### src/rtl/wlb_pkg.sv
package wlb_pkg;

    typedef enum logic [2:0] {
        ST_IDLE,
        ST_SETUP,
        ST_STROBE,
        ST_RELEASE,
        ST_NEGATE,
        ST_DONE
    } wlb_state_e;

    // Which 16-bit halves a request touches and with which byte strobes
    typedef struct packed {
        logic       hi_use;
        logic       lo_use;
        logic [1:0] hi_ds;   // [1] upper strobe, [0] lower strobe
        logic [1:0] lo_ds;
    } wlb_plan_t;

    function automatic wlb_plan_t wlb_plan(input logic [3:0] sel);
        wlb_plan_t p;
        p.hi_ds  = sel[3:2];
        p.lo_ds  = sel[1:0];
        p.hi_use = |sel[3:2];
        p.lo_use = |sel[1:0];
        return p;
    endfunction

endpackage

### src/rtl/wlb_sync.sv
module wlb_sync #(
    parameter int   STAGES  = 2,
    parameter logic RST_VAL = 1'b1
) (
    input  logic clk,
    input  logic rst,
    input  logic d,
    output logic q
);
    logic [STAGES-1:0] chain;

    always_ff @(posedge clk) begin
        if (rst) chain <= {STAGES{RST_VAL}};
        else     chain <= {chain[STAGES-2:0], d};
    end

    assign q = chain[STAGES-1];
endmodule

### src/rtl/wlb_tick_counter.sv
module wlb_tick_counter #(
    parameter int LIMIT = 8
) (
    input  logic clk,
    input  logic rst,
    input  logic en,
    output logic hit
);
    localparam int CW = $clog2(LIMIT + 1);
    localparam logic [CW-1:0] LAST = CW'(LIMIT - 1);

    logic [CW-1:0] cnt;

    always_ff @(posedge clk) begin
        if (rst || !en)     cnt <= '0;
        else if (cnt != LAST) cnt <= cnt + 1'b1;
    end

    assign hit = en && (cnt == LAST);
endmodule

### src/rtl/wb_legacy_bridge.sv
module wb_legacy_bridge
    import wlb_pkg::*;
#(
    parameter int AW          = 24,
    parameter int OUT_DLY     = 7,
    parameter int TMO_CYC     = 64,
    parameter int SYNC_STAGES = 2
) (
    input  logic          clk,
    input  logic          rst,
    input  logic          wb_cyc_i,
    input  logic          wb_stb_i,
    input  logic          wb_we_i,
    input  logic [AW-1:0] wb_adr_i,
    input  logic [3:0]    wb_sel_i,
    input  logic [31:0]   wb_dat_i,
    output logic [31:0]   wb_dat_o,
    output logic          wb_ack_o,
    output logic          wb_err_o,
    output logic [AW-2:0] ext_adr_o,
    output logic          ext_as_n_o,
    output logic          ext_uds_n_o,
    output logic          ext_lds_n_o,
    output logic          ext_rw_o,
    output logic [15:0]   ext_dat_o,
    output logic          ext_dat_oe_o,
    input  logic [15:0]   ext_dat_i,
    input  logic          ext_dtack_n_i
);
    localparam int LW = AW - 2;

    wlb_state_e    st;
    wlb_plan_t     plan_q, req_plan;
    logic          on_hi, rd_q, fail_q;
    logic [LW-1:0] line_q;
    logic [31:0]   wdat_q;
    logic [1:0]    cur_ds;
    logic          dtk_n_s, dly_hit, tmo_hit;

    assign req_plan = wlb_plan(wb_sel_i);
    assign cur_ds   = on_hi ? plan_q.hi_ds : plan_q.lo_ds;

    wlb_sync #(.STAGES(SYNC_STAGES), .RST_VAL(1'b1)) u_dtk_sync (
        .clk(clk), .rst(rst), .d(ext_dtack_n_i), .q(dtk_n_s)
    );

    wlb_tick_counter #(.LIMIT(OUT_DLY)) u_out_dly (
        .clk(clk), .rst(rst), .en(st == ST_SETUP), .hit(dly_hit)
    );

    wlb_tick_counter #(.LIMIT(TMO_CYC)) u_watchdog (
        .clk(clk), .rst(rst), .en(st == ST_STROBE), .hit(tmo_hit)
    );

    always_ff @(posedge clk) begin
        if (rst) begin
            st           <= ST_IDLE;
            plan_q       <= '0;
            on_hi        <= 1'b0;
            rd_q         <= 1'b1;
            fail_q       <= 1'b0;
            line_q       <= '0;
            wdat_q       <= '0;
            wb_dat_o     <= '0;
            wb_ack_o     <= 1'b0;
            wb_err_o     <= 1'b0;
            ext_adr_o    <= '0;
            ext_as_n_o   <= 1'b1;
            ext_uds_n_o  <= 1'b1;
            ext_lds_n_o  <= 1'b1;
            ext_rw_o     <= 1'b1;
            ext_dat_o    <= '0;
            ext_dat_oe_o <= 1'b0;
        end else begin
            case (st)
                ST_IDLE: if (wb_cyc_i && wb_stb_i) begin
                    plan_q   <= req_plan;
                    line_q   <= wb_adr_i[AW-1:2];
                    wdat_q   <= wb_dat_i;
                    rd_q     <= !wb_we_i;
                    fail_q   <= 1'b0;
                    wb_dat_o <= '0;
                    if (!req_plan.hi_use && !req_plan.lo_use) begin
                        wb_ack_o <= 1'b1;
                        st       <= ST_DONE;
                    end else begin
                        on_hi     <= req_plan.hi_use;
                        ext_adr_o <= {wb_adr_i[AW-1:2], !req_plan.hi_use};
                        ext_rw_o  <= !wb_we_i;
                        st        <= ST_SETUP;
                    end
                end
                ST_SETUP: if (dly_hit) begin
                    ext_as_n_o  <= 1'b0;
                    ext_uds_n_o <= !cur_ds[1];
                    ext_lds_n_o <= !cur_ds[0];
                    if (!rd_q) begin
                        ext_dat_oe_o <= 1'b1;
                        ext_dat_o    <= on_hi ? wdat_q[31:16] : wdat_q[15:0];
                    end
                    st <= ST_STROBE;
                end
                ST_STROBE: begin
                    if (!dtk_n_s) begin
                        if (rd_q) begin
                            if (on_hi) wb_dat_o[31:16] <= ext_dat_i;
                            else       wb_dat_o[15:0]  <= ext_dat_i;
                        end
                        ext_dat_oe_o <= 1'b0;
                        st           <= ST_RELEASE;
                    end else if (tmo_hit) begin
                        fail_q       <= 1'b1;
                        ext_dat_oe_o <= 1'b0;
                        st           <= ST_RELEASE;
                    end
                end
                ST_RELEASE: begin
                    ext_as_n_o  <= 1'b1;
                    ext_uds_n_o <= 1'b1;
                    ext_lds_n_o <= 1'b1;
                    st          <= ST_NEGATE;
                end
                ST_NEGATE: if (dtk_n_s) begin
                    if (fail_q) begin
                        wb_err_o <= 1'b1;
                        st       <= ST_DONE;
                    end else if (on_hi && plan_q.lo_use) begin
                        on_hi     <= 1'b0;
                        ext_adr_o <= {line_q, 1'b1};
                        st        <= ST_SETUP;
                    end else begin
                        wb_ack_o <= 1'b1;
                        st       <= ST_DONE;
                    end
                end
                ST_DONE: begin
                    wb_ack_o <= 1'b0;
                    wb_err_o <= 1'b0;
                    ext_rw_o <= 1'b1;
                    st       <= ST_IDLE;
                end
                default: st <= ST_IDLE;
            endcase
        end
    end

    // ---------------- assertions ----------------
    p_addr_held_r6: assert property (@(posedge clk) disable iff (rst)
        !$stable(ext_adr_o) |-> (ext_as_n_o && $past(ext_as_n_o)));

    p_ds_inside_as_r4: assert property (@(posedge clk) disable iff (rst)
        (!ext_uds_n_o || !ext_lds_n_o) |-> !ext_as_n_o);

    p_as_has_ds_r4: assert property (@(posedge clk) disable iff (rst)
        !ext_as_n_o |-> (!ext_uds_n_o || !ext_lds_n_o));

    p_oe_write_only_r8: assert property (@(posedge clk) disable iff (rst)
        ext_dat_oe_o |-> (!ext_as_n_o && !ext_rw_o));

    p_oe_off_first_r8: assert property (@(posedge clk) disable iff (rst)
        $rose(ext_as_n_o) |-> !$past(ext_dat_oe_o));

    p_ack_gone_r9: assert property (@(posedge clk) disable iff (rst)
        $fell(ext_as_n_o) |-> dtk_n_s);

    p_resp_excl_r12: assert property (@(posedge clk) disable iff (rst)
        !(wb_ack_o && wb_err_o));

    p_resp_pulse_r12: assert property (@(posedge clk) disable iff (rst)
        (wb_ack_o || wb_err_o) |=> !(wb_ack_o || wb_err_o));

    p_resp_in_req_r12: assert property (@(posedge clk) disable iff (rst)
        (wb_ack_o || wb_err_o) |-> (wb_cyc_i && wb_stb_i));

endmodule

### config.mk
export PLATFORM = sky130hd
export DESIGN_NAME = wb_legacy_bridge
export DESIGN_NICKNAME = d
export VERILOG_FILES = /design/src/rtl/wlb_pkg.sv /design/src/rtl/wlb_sync.sv /design/src/rtl/wlb_tick_counter.sv /design/src/rtl/wb_legacy_bridge.sv
export SDC_FILE = /design/constraint.sdc
export NUM_CORES = 1
export LEC_CHECK = 0
export BUFFER_PORTS_ARGS = -buffer_cell sky130_fd_sc_hd__buf_2
export CAP_MARGIN = 15
export CORE_MARGIN = 2
export CORE_UTILIZATION = 48
export CTS_CLUSTER_DIAMETER = 60
export DETAILED_ROUTE_END_ITERATION = 10
export PLACE_DENSITY = 0.77
export SLEW_MARGIN = 20
export SYNTH_ARGS = -nofsm -noshare
export SYNTH_HDL_FRONTEND = slang
export SYNTH_SLANG_ARGS = --single-unit
### constraint.sdc
create_clock -name clk -period 1.6 [get_ports clk]
set_input_delay 0.32 -clock clk [delete_from_list [all_inputs] [get_ports clk]]
set_output_delay 0.32 -clock clk [all_outputs]
set_load 0.02 [all_outputs]
# Word-level counts from Yosys, hierarchy flattened
# Cells that the tools add are included.
# classes
add_sub_neg	2
muxes	56
n_reduce_logical	36
n_eq_ne	26
bitwise_logic	1
# ops
operator	n
23-bit two-way mux	5
32-bit two-way mux	3
32-bit one-hot mux with 2 select lines	1
16-bit two-way mux	3
23-bit one-hot mux with 2 select lines	1
2-bit inequality test, second input constant	15
1-bit two-way mux	24
3-bit two-way mux	8
1-bit one-hot mux with 2 select lines	8
3-bit one-hot mux with 5 select lines	1
4-bit AND reduction	3
6-bit AND reduction	2
2-bit nonzero test	6
5-bit AND reduction	2
3-bit equality test, second input constant	3
3-bit AND reduction	3
7-bit by 1-bit adder with 7-bit output, second input constant	1
7-bit by 6-bit equality test with 1-bit output, second input constant	1
1-bit zero test	7
7-bit by 6-bit inequality test with 1-bit output, second input constant	1
3-bit by 2-bit equality test with 1-bit output, second input constant	2
3-bit inequality test, second input constant	2
1-bit logical AND	5
2-bit AND reduction	2
10 further kinds	12
# totals
inputBits	82
output_inout_bits	78
register_bits	155
word_cells	144

# Longest topological paths before layout
# Gate-level depths: netlist of run 1.
# depth
ltp_word	6
ltp_mapped	8

# By module
# From an unflattened synthesis of run 1, not the netlist that was laid out.
# hier_totals
cells_unflattened	712
hier_area_um2	6452.4
# by_module_without_submodules
mod	cells_per_inst	instances	seq_area_each_um2	area_per_inst_um2
wb_legacy_bridge	657	1	2862.7	5905.7
wlb_tick_counter (u_watchdog)	34	1	140.1	334.1
wlb_tick_counter (u_out_dly)	17	1	60.1	160.2
wlb_sync	4	1	40.0	52.6

# Worst setup path after synthesis of run 1
# OpenSTA, ideal clock, no wires.
# synth_timing
kind	register -> register
from	reg st[1]
to	reg ext_adr_o[10]
setup_ns	0.137
path_buffers	2
slack_ns	0.052
stages_incl_launch_ff	7
arrival_ns	1.410
required_ns	1.463
cell_sequence	dfxtp_1 > buf_2 > or2_1 > a21oi_2 > and2_1 > buf_4 > a211oi_1
# synth_via
elab_chain_cells	3
elab_cells_between_ends	10
cone_classes	eq/ne: 6; mux: 1; reduce/logical: 3
# synth_lines
item	line	rtl
from (decl)	wb_legacy_bridge.sv:32	wlb_state_e st;
from (signal assigned)	wb_legacy_bridge.sv:57	st <= ST_IDLE;
from (signal assigned)	wb_legacy_bridge.sv:85	st <= ST_DONE;
from (signal assigned)	wb_legacy_bridge.sv:90	st <= ST_SETUP;
3-bit equality test / 3-bit zero test (equally long branches)	wb_legacy_bridge.sv:75	case (st)
2-bit inequality test (no source line), or another cell as far along	--	
6-bit AND reduction (no source line)	--	
to (signal assigned)	wb_legacy_bridge.sv:88	ext_adr_o <= {wb_adr_i[AW-1:2], !req_plan.hi_use};
to (signal assigned)	wb_legacy_bridge.sv:129	ext_adr_o <= {line_q, 1'b1};
to (decl)	wb_legacy_bridge.sv:20	output logic [AW-2:0] ext_adr_o,
# Parallel ways exist; a longest one is shown, timed or not.
# A chain may end at the register's enable or synchronous reset.

# Final worst setup path of run 1
# layout_timing
from	reg st[1]
to	reg wb_dat_o[29]
# layout_via
elab_chain_cells	3
elab_cells_between_ends	9
cone_classes	eq/ne: 5; mux: 1; reduce/logical: 3
# layout_lines
item	line	rtl
3-bit by 2-bit equality test with 1-bit output / 3-bit zero test (equally long branches)	wb_legacy_bridge.sv:75	
2-bit inequality test (no source line) / 2-bit nonzero test (equally long branches)	--	
5-bit AND reduction (no source line)	--	
to (signal assigned)	wb_legacy_bridge.sv:106	if (on_hi) wb_dat_o[31:16] <= ext_dat_i;
to (decl)	wb_legacy_bridge.sv:17	output logic [31:0] wb_dat_o,
# Parallel ways exist; a longest one is shown, timed or not.

==> run_results.csv, run 1 <==
group,metric,value,unit
power_and_ir_drop,p_seq_share,37.1,%
power_and_ir_drop,combPwrFrac,30.3,%
timing,rsz0062_at_grt,"true",
timing,max_freq,640,MHz
min_path,hp-class,"input pin to flip-flop",
worst_setup_path,worstSetupPathType,"flip-flop to flip-flop",
power_and_ir_drop,pwr_density_cell,1460,nW/um2
timing,post-route-period-util,97.7,%
finish,instances_no_fill,1079,
finish,fin_area,8380,um2
finish,fin_util,64.0,%
logic_synthesis,yosysTopAreaCellShare,48.8,%
logic_synthesis,yosys_warnings,0,
clock_network,clk_pin_slew_worst_paths,0.06,ns
logic_synthesis,synth.largest_area_cell,"dfxtp_1",
worst_setup_path,worst_setup_path_end_kind,"flip-flop",
worst_setup_path,reg2reg_setup_slack,0.04,ns
min_path,hp-start,"ext_dtack_n_i",
placed_design,gp_congestion,0.828,
grt,grt_antenna_before_repair,0,
routing,wl_met1,7.54,mm
finish,layout_commonest_cell,"buf_2",
finish,drive_gt1_share,31.5,%
routing,route.met3.wl,1.19,mm
grt,first_global_vias,5228,
grt,grt_max_degree,86,
routing,wl,17.2,mm
placed_design,dp_hpwl,10.5,mm
clock_network,cts_root_buffer,"clkbuf_16",
logic_synthesis,seq_area_frac_synth,48.8,%
logic_synthesis,synth_ff_type,"dfxtp_1",
finish,synthToLayoutAreaGrowth,31.7,%
placed_design,dp.cells,1033,
logic_synthesis,syn-num-nets,805,
logic_synthesis,ys_ff_latch,155,
routing,viasPerCell,5.42,
routing,firstDrtPassIters,5,
worst_setup_path,r2r_start,"st[1]",
worst_setup_path,r2r_cells,6,
grt,grt_usage,23.0,%
clock_network,clk_latency,0.42,ns
power_and_ir_drop,clkPwrFrac,32.6,%
die,coreArea,13100,um2
clock_network,postCtsHoldBufs,0,
die,die_y,119,um
logic_synthesis,synth_edf_count,0,
placed_design,portBuffers,157,
logic_synthesis,syn_area_per_cell,8.84,um2
power_and_ir_drop,p_switching,3920,uW
routing,drt_iter0_markers,397,
worst_setup_path,crit_fanout,6,
routing,ant_nets,0,
grt,grt_pass1_wl,26.3,mm
logic_synthesis,ys_types,50,
clock_network,tritoncts,"built",
die,die_w,119,um
die,die_area,14200,um2
routing,vias,5852,
timing,fin_skew,0.00791,ns
clock_network,clk_path_buf_depth,2,
worst_setup_path,worstReg2RegEnd,"wb_dat_o[29]",
power_and_ir_drop,p_leak,0.00324,uW
timing,fin_crit,1.56,ns
clock_network,cts_sinks,155,
die,rows,42,
finish,nets,975,
timing,relSlewSlack,59.6,%
logic_synthesis,netlist_area,6360,um2
routing,highest_layer,"met4",
power_and_ir_drop,swShare,32.0,%
finish,final_cell_mix,"156 x buf_2, 151 x dfxtp_1, 143 x nand2_1",
run,drv_cap,0,
power_and_ir_drop,intPower,8320,uW
power_and_ir_drop,vdd_drop_max,0.789,mV
timing,finalHoldViolCount,0,
logic_synthesis,synthCells,720,
min_path,hold_end,"u_dtk_sync.chain[0]",
placed_design,placed_area,7470,um2
worst_setup_path,cp.arrival,1.92,ns
clock_network,cts-buffers-inserted,17,
logic_synthesis,async_reset_ff_share,0,%
worst_setup_path,required,1.96,ns
timing,setup_viol,0,
finish,n_antenna_cell,0,
grt,grt_overflow_total,0,
logic_synthesis,synth_area_leaders,"dfxtp_1 49%, a21oi_1 9.5%, nand2_1 8.6%",
outcome,outcome,"completed",
routing,detail_route.wl_per_cell,15.9,um
clock_network,h-tree-depth,4,
die,ios,160,
min_path,hold_path_depth,2,
finish,fillerInstances,1107,
worst_setup_path,critPathLaunchType,"flip-flop",
routing,wl_met2,8.12,mm
die,initial_utilization,48.6,%
routing,drc_errors,0,
timing,worstMarginPinSlew,0.606,ns
timing,drv_slew,0,
worst max-delay path, cell delays in order, from the launching register on:
cell	delay (ns)
dfxtp_2	0.35
or3b_4	0.42
buf_6	0.16
o2bb2ai_4	0.18
buf_6	0.14
nand3_1	0.10
a21oi_2	0.14
registers in the layout (all words and copies together), names as in the netlist, 5 cells and up:
signal and flops:
plan_q 5, ext_dat_o 16, ext_adr_o 23, line_q 22, wb_dat_o 32, wdat_q 32
u_watchdog.cnt 7
final cells by class:
class                   instances  area [um2]  share of cell area [%]
multi-input cells             502        3040                    36.3
flip-flops and latches        155        3110                    37.1
clock inverters                10         114                    1.36
inverters                       4        18.8                   0.224
well taps                     176         220                    2.63
repair buffers                210        1400                    16.7
clock buffers                  22         474                    5.66
per-stage QoR:
step | hold slack, ns | setup TNS [ns] | setup slack, ns | total power (uW)
global route | 0.0907 | -0.117 | -0.0284 | 12800
CTS | 0.0671 | 0 | 0.00320 | 12000
global placement | 0.393 | -4.60 | -0.243 | 7760
floorplan | 0.389 | 0 | 0.0524 | 6850
finish | 0.0812 | 0 | 0.0363 | 12200
detailed placement | 0.396 | -5.57 | -0.307 | 7810
worst max path at each step:
stage	to	startpoint	slack, ns	cells after the start
CTS	on_hi	st[0]	0.003	6
floorplan	ext_adr_o[10]	st[1]	0.05	6
global placement	wb_dat_o[8]	wb_cyc_i	-0.24	5
finish	wb_dat_o[29]	st[1]	0.04	6
global route	wb_dat_o[3]	st[1]	-0.03	5
detailed placement	wb_dat_o[10]	wb_cyc_i	-0.31	5
routing by layer:
metal / track usage [%] / up-vias
met4: 9.15 / 0
met3: 6.70 / 29
met1: 30.1 / 2750
met2: 35.7 / 221
li1: - / 2852
met5: 0 / -
power groups by stage:
stage                     logic, uW  clock network, uW  registers [uW]
after detailed placement       3220                  0            4590
after CTS                      3410               4060            4520
after global routing           3980               4260            4590
final                          3710               3990            4540
after global placement         3180                  0            4580
after floorplan                2020                  0            4830
cell families after synthesis:
kind of cell / Yosys count / share of synthesized area, %
flip-flops: 155 / 48.8
AO/OA/AOI/OAI: 203 / 19.2
XOR/XNOR: 6 / 0.826
buffers and inverters: 64 / 5.47
multiplexers: 43 / 6.82
adder cells (fa/ha/maj): 3 / 0.590
AND/OR/NAND/NOR: 246 / 18.3
synth_stat cells, drive strengths merged, types with 2 or more instances:
library cell / n
nand3: 18
and2: 3
dfxtp: 155
nand3b: 5
nand4b: 16
nor2b: 3
clkbuf: 29
nor4: 2
and4bb: 2
a21oi: 122
a2bb2oi: 2
nor2: 34
a22oi: 3
and3: 2
a211oi: 39
a31oi: 5
nor3: 5
buf: 31
or2: 5
nor3b: 2
o21ai: 23
nand2b: 2
xnor2: 5
inv: 4
nand2: 145
o31a: 2
a311oi: 2
o21ba: 2
mux2i: 43
ha: 3
repair_timing:
item	in CTS	in global routing
resized for setup	13	29
setup endpoints to repair	41	87
buffers inserted	2	6
hold endpoints to repair	0	0
cloned	1	5
pin swaps	1	9
Power figures use the tool's default switching activity.
==> inputs of run 2 (changes only) <==
- GPL_TIMING_DRIVEN: not set -> 0
==> run_results.csv, run 2 (same netlist as run 1, synthesis figures left out) <==
group,metric,value,unit
die,rows,42,
routing,viasPerCell,5.37,
grt,grt_max_degree,17,
finish,top_regs,"wb_dat_o (32), wdat_q (32), ext_adr_o (23)",
placed_design,dp_slack,-0.451,ns
worst_setup_path,cp.arrival,1.94,ns
timing,setup_viol,5,
die,die_w,119,um
grt,grt_pass1_wl,26.9,mm
grt,met2_usage,38.5,%
die,die_y,119,um
clock_network,h-tree-depth,4,
finish,layout_commonest_cell,"buf_2",
finish,n_antenna_cell,0,
outcome,outcome,"finished, violations left",
timing,drv_slew,0,
worst_setup_path,required,1.88,ns
timing,fin_skew,0.00796,ns
outcome,violations,"setup timing",
finish,drive_gt1_share,33.8,%
routing,detail_route.wl_per_cell,16.1,um
finish,nets,1002,
clock_network,cts-buffers-inserted,17,
worst_setup_path,r2r_start,"st[0]",
clock_network,clk_pin_slew_worst_paths,0.06,ns
worst_setup_path,critPathLaunchType,"flip-flop",
die,initial_utilization,48.6,%
clock_network,clk_path_buf_depth,2,
finish,fillerInstances,1064,
clock_network,postCtsHoldBufs,0,
placed_design,portBuffers,156,
worst_setup_path,cp_cell_sequence,"or3b_4 > a2bb2oi_4 > buf_6 > o21ai_0 > a21oi_1",
finish,fin_util,65.1,%
grt,grt_usage,23.8,%
timing,relSlewSlack,59.0,%
grt,grt_overflow_total,0,
grt,grt_antenna_before_repair,0,
grt,first_global_vias,5377,
finish,regArea,3120,um2
routing,drt_iter0_markers,381,
grt,top_usage_layer,"met2",
routing,vias,5943,
timing,fin_crit,1.66,ns
finish,synthToLayoutAreaGrowth,33.9,%
worst_setup_path,cp_slowest_stage_delay,0.49,ns
min_path,hp-start,"ext_dtack_n_i",
placed_design,gp_congestion,0.845,
timing,worstMarginPinSlew,0.616,ns
clock_network,cts_root_buffer,"clkbuf_16",
worst_setup_path,cpMaxStageDelayCell,"or3b_4",
worst_setup_path,worstSetupPathType,"flip-flop to flip-flop",
routing,wl,17.8,mm
worst_setup_path,setup.worst_path.start,"st[0]",
clock_network,clk_latency,0.42,ns
timing,worst_slack,-0.0578,ns
routing,drc_errors,0,
grt,use_met3,5.84,%
placed_design,dp_hpwl,11.9,mm
timing,hold_slack,0.0879,ns
routing,ant_nets,0,
timing,rsz0062_at_grt,"true",
timing,finalHoldViolCount,0,
routing,firstDrtPassIters,4,
worst_setup_path,worst_setup_path_end_kind,"flip-flop",
worst_setup_path,crit_fanout,6,
timing,post-route-period-util,104,%
timing,max_freq,603,MHz
run,drv_cap,0,
grt,grt_use_met1,30.8,%
power_and_ir_drop,pwr_density_cell,1450,nW/um2
die,coreArea,13100,um2
finish,final_cell_mix,"163 x buf_2, 150 x dfxtp_1, 143 x nand2_1",
power_and_ir_drop,p_leak,0.00333,uW
clock_network,tritoncts,"built",
clock_network,cts_sinks,155,
min_path,hp-class,"input pin to flip-flop",
die,die_area,14200,um2
finish,multiInputGateArea,3100,um2
die,ios,160,
power_and_ir_drop,vdd_drop_max,0.925,mV
## run 2: final cells by class
cell class	count	area share, %
buffer	56	5.05
clock buffer	22	5.68
clock inverter	10	1.35
inverter	4	0.250
multi-input combinational	501	36.4
sequential	155	36.6
tap	176	2.58
timing repair buffer	182	12.1
## run 2: final timing paths
| path | endpoint | slack, ns | cells after the start |
|---|---|---|---|
| min | u_dtk_sync.chain[0] | 0.09 | 2 |
| max reg2reg | wb_dat_o[12] | -0.06 | 5 |
| max | wb_dat_o[12] | -0.06 | 5 |
| min reg2reg | u_dtk_sync.chain[1] | 0.41 | 1 |
## run 2: timing repair
action / in CTS / in global routing
cloned: 0 / 4
gates resized for setup: 40 / 85
pin swaps: 4 / 26
setup buffers: 9 / 13
endpoints found under the setup margin: 129 / 107
## run 2: power by group
group	total, uW	leakage (uW)	switching, uW	internal, uW
logic	3690	0.00178	2090	1610
clock network	4040	0.000288	1580	2460
registers	4580	0.00126	272	4310
total	12300	0.00333	3940	8370
## run 2: metrics by stage
| stage | total power, uW | setup TNS (ns) | cell area (um2) | cells |
|---|---|---|---|---|
| floorplan | 6850 | 0 | 6360 | 720 |
| global placement | 7680 | -37.56 | 7360 | 1052 |
| detailed placement | 7730 | -41.30 | 7360 | 1052 |
| CTS | 12000 | -0.118 | 8140 | 1092 |
| global route | 12900 | -1.33 | 8520 | 1106 |
| finish | 12300 | -0.145 | 8520 | 1106 |
## run 2: layer usage
layer | part of all wire, % | vias up
met5 | 0 | -
met4 | 1.6 | 0
met3 | 6.2 | 25
met2 | 48 | 205
met1 | 44 | 2803
li1 | - | 2910
## run 2: worst max-delay path, delay by kind of cell (launching register included)
| family | cells | cell delay [ns] |
|---|---|---|
| AOI/OAI and AO/OA | 3 | 0.54 |
| buffers and inverters | 1 | 0.14 |
| DFF | 1 | 0.36 |
| and+or+nand+nor | 1 | 0.49 |
==> inputs of run 3 (changes only) <==
==> constraint.sdc (replaced) <==
create_clock -name clk -period 1.6 [get_ports clk]
set_input_delay 0.16 -clock clk [delete_from_list [all_inputs] [get_ports clk]]
set_output_delay 0.16 -clock clk [all_outputs]
set_load 0.02 [all_outputs]
==> run_results.csv, run 3 (same netlist as run 1, synthesis figures left out) <==
group,metric,value,unit
timing,fin_tns_setup,-0.209,ns
timing,worstMarginPinSlew,0.664,ns
placed_design,dp_slack,-0.402,ns
grt,grt_overflow_total,0,
clock_network,cts_sinks,155,
timing,setup_viol,7,
die,coreArea,13100,um2
worst_setup_path,required,1.95,ns
worst_setup_path,setup.worst_path.start,"st[0]",
grt,grt_pass1_wl,28.5,mm
die,rows,42,
worst_setup_path,cp.arrival,1.99,ns
timing,drv_slew,0,
grt,grt_usage,25.1,%
finish,fin_area,9240,um2
run,drv_cap,0,
power_and_ir_drop,vdd_drop_max,0.692,mV
grt,grt_antenna_before_repair,0,
grt,first_global_vias,5778,
routing,firstDrtPassIters,4,
grt,grt_use_met1,31.6,%
worst_setup_path,worstSetupPathType,"flip-flop to flip-flop",
clock_network,h-tree-depth,4,
grt,met2_usage,42.1,%
die,ios,160,
clock_network,cts_root_buffer,"clkbuf_16",
worst_setup_path,worst_setup_path_end_kind,"flip-flop",
clock_network,cts-buffers-inserted,17,
timing,rsz0062_at_grt,"true",
finish,top_regs,"wb_dat_o (32), wdat_q (32), ext_adr_o (23)",
routing,drc_errors,0,
worst_setup_path,critPathLaunchType,"flip-flop",
die,die_y,119,um
finish,synthToLayoutAreaGrowth,45.2,%
routing,vias,6299,
finish,n_antenna_cell,0,
clock_network,clk_latency,0.42,ns
worst_setup_path,r2r_start,"st[0]",
die,initial_utilization,48.6,%
grt,use_met3,5.65,%
placed_design,dp_hpwl,11.9,mm
min_path,hp-class,"input pin to flip-flop",
timing,relSlewSlack,55.8,%
worst_setup_path,crit_fanout,8,
timing,finalHoldViolCount,0,
routing,drt_iter0_markers,424,
die,die_area,14200,um2
timing,post-route-period-util,103,%
routing,ant_nets,0,
clock_network,clk_path_buf_depth,2,
clock_network,tritoncts,"built",
timing,worst_slack,-0.0451,ns
timing,fin_skew,0.00635,ns
routing,viasPerCell,5.39,
power_and_ir_drop,p_leak,0.00360,uW
die,die_w,119,um
finish,layout_commonest_cell,"buf_2",
power_and_ir_drop,power.total,12500,uW
power_and_ir_drop,pwr_density_cell,1350,nW/um2
outcome,outcome,"finished, violations left",
placed_design,placed_area,7360,um2
routing,wl,19.2,mm
min_path,hp-start,"ext_dat_i[1]",
routing,detail_route.wl_per_cell,16.4,um
placed_design,portBuffers,156,
finish,drive_gt1_share,33.2,%
timing,max_freq,608,MHz
placed_design,dp.cells,1052,
timing,fin_crit,1.65,ns
finish,final_cell_mix,"163 x buf_2, 150 x dfxtp_1, 143 x nand2_1",
grt,grt_max_degree,17,
finish,nets,1065,
outcome,violations,"setup timing",
clock_network,clk_pin_slew_worst_paths,0.06,ns
finish,instances_no_fill,1169,
grt,top_usage_layer,"met2",
placed_design,gp_congestion,0.845,
-- run 3: cell count changes in the layout (fill, tap and decap cells not counted), moves of 6 or more --
cell,previous run,this run
nand3_2,1,9
a21oi_2,5,11
nand3_1,17,8
a21oi_1,116,110
dlygate4sd3_1,0,61
-- run 3: what timing repair did --
item / CTS / global route
endpoints found under the setup margin: 129 / 107
gates resized for setup: 39 / 102
cloned: 0 / 4
setup buffers: 9 / 15
hold buffers: 60 / 1
endpoints found under the hold margin: 60 / 1
pin swaps: 4 / 33
-- run 3: layout make-up --
class                      instances  area [um2]
fill                             939        3840
multi-input combinational        501        3180
sequential                       155        3120
timing repair buffer             245        1670
clock buffer                      22         484
buffer                            56         429
tap                              176         220
clock inverter                    10         115
inverter                           4        21.3
-- run 3: worst max-delay path, stage by stage (launching register included) --
cell	delay, ns
dfxtp_4	0.36
or3b_4	0.48
o2bb2ai_4	0.30
buf_6	0.19
nand3_1	0.08
a21oi_1	0.15
-- run 3: metal layers --
metal | vias to the layer above | routed length, um
met5 | - | 0
met4 | 0 | 486
met3 | 47 | 1110
met2 | 240 | 9260
met1 | 2973 | 8300
li1 | 3039 | -
-- run 3: worst paths after layout --
check,end,slack (ns),depth (start not counted)
setup / recovery,wb_dat_o[23],-0.05,5
setup reg to reg,wb_dat_o[23],-0.05,5
hold / removal,wb_dat_o[17],0.004,3
hold reg to reg,u_dtk_sync.chain[1],0.41,1
-- run 3: per-stage QoR --
step,hold WS (ns),utilization (%)
2_1_floorplan,0.264,-
3_3_place_gp,0.352,56.3
3_5_place_dp,0.351,56.3
4_1_cts,0.000275,66.8
5_1_grt,0.00166,70.6
6_report,0.00429,70.6
-- run 3: report_power, final --
part           internal [uW]  switching (uW)  total (uW)
Sequential              4310             278        4580
Clock                   2460            1600        4060
Combinational           1710            2150        3860
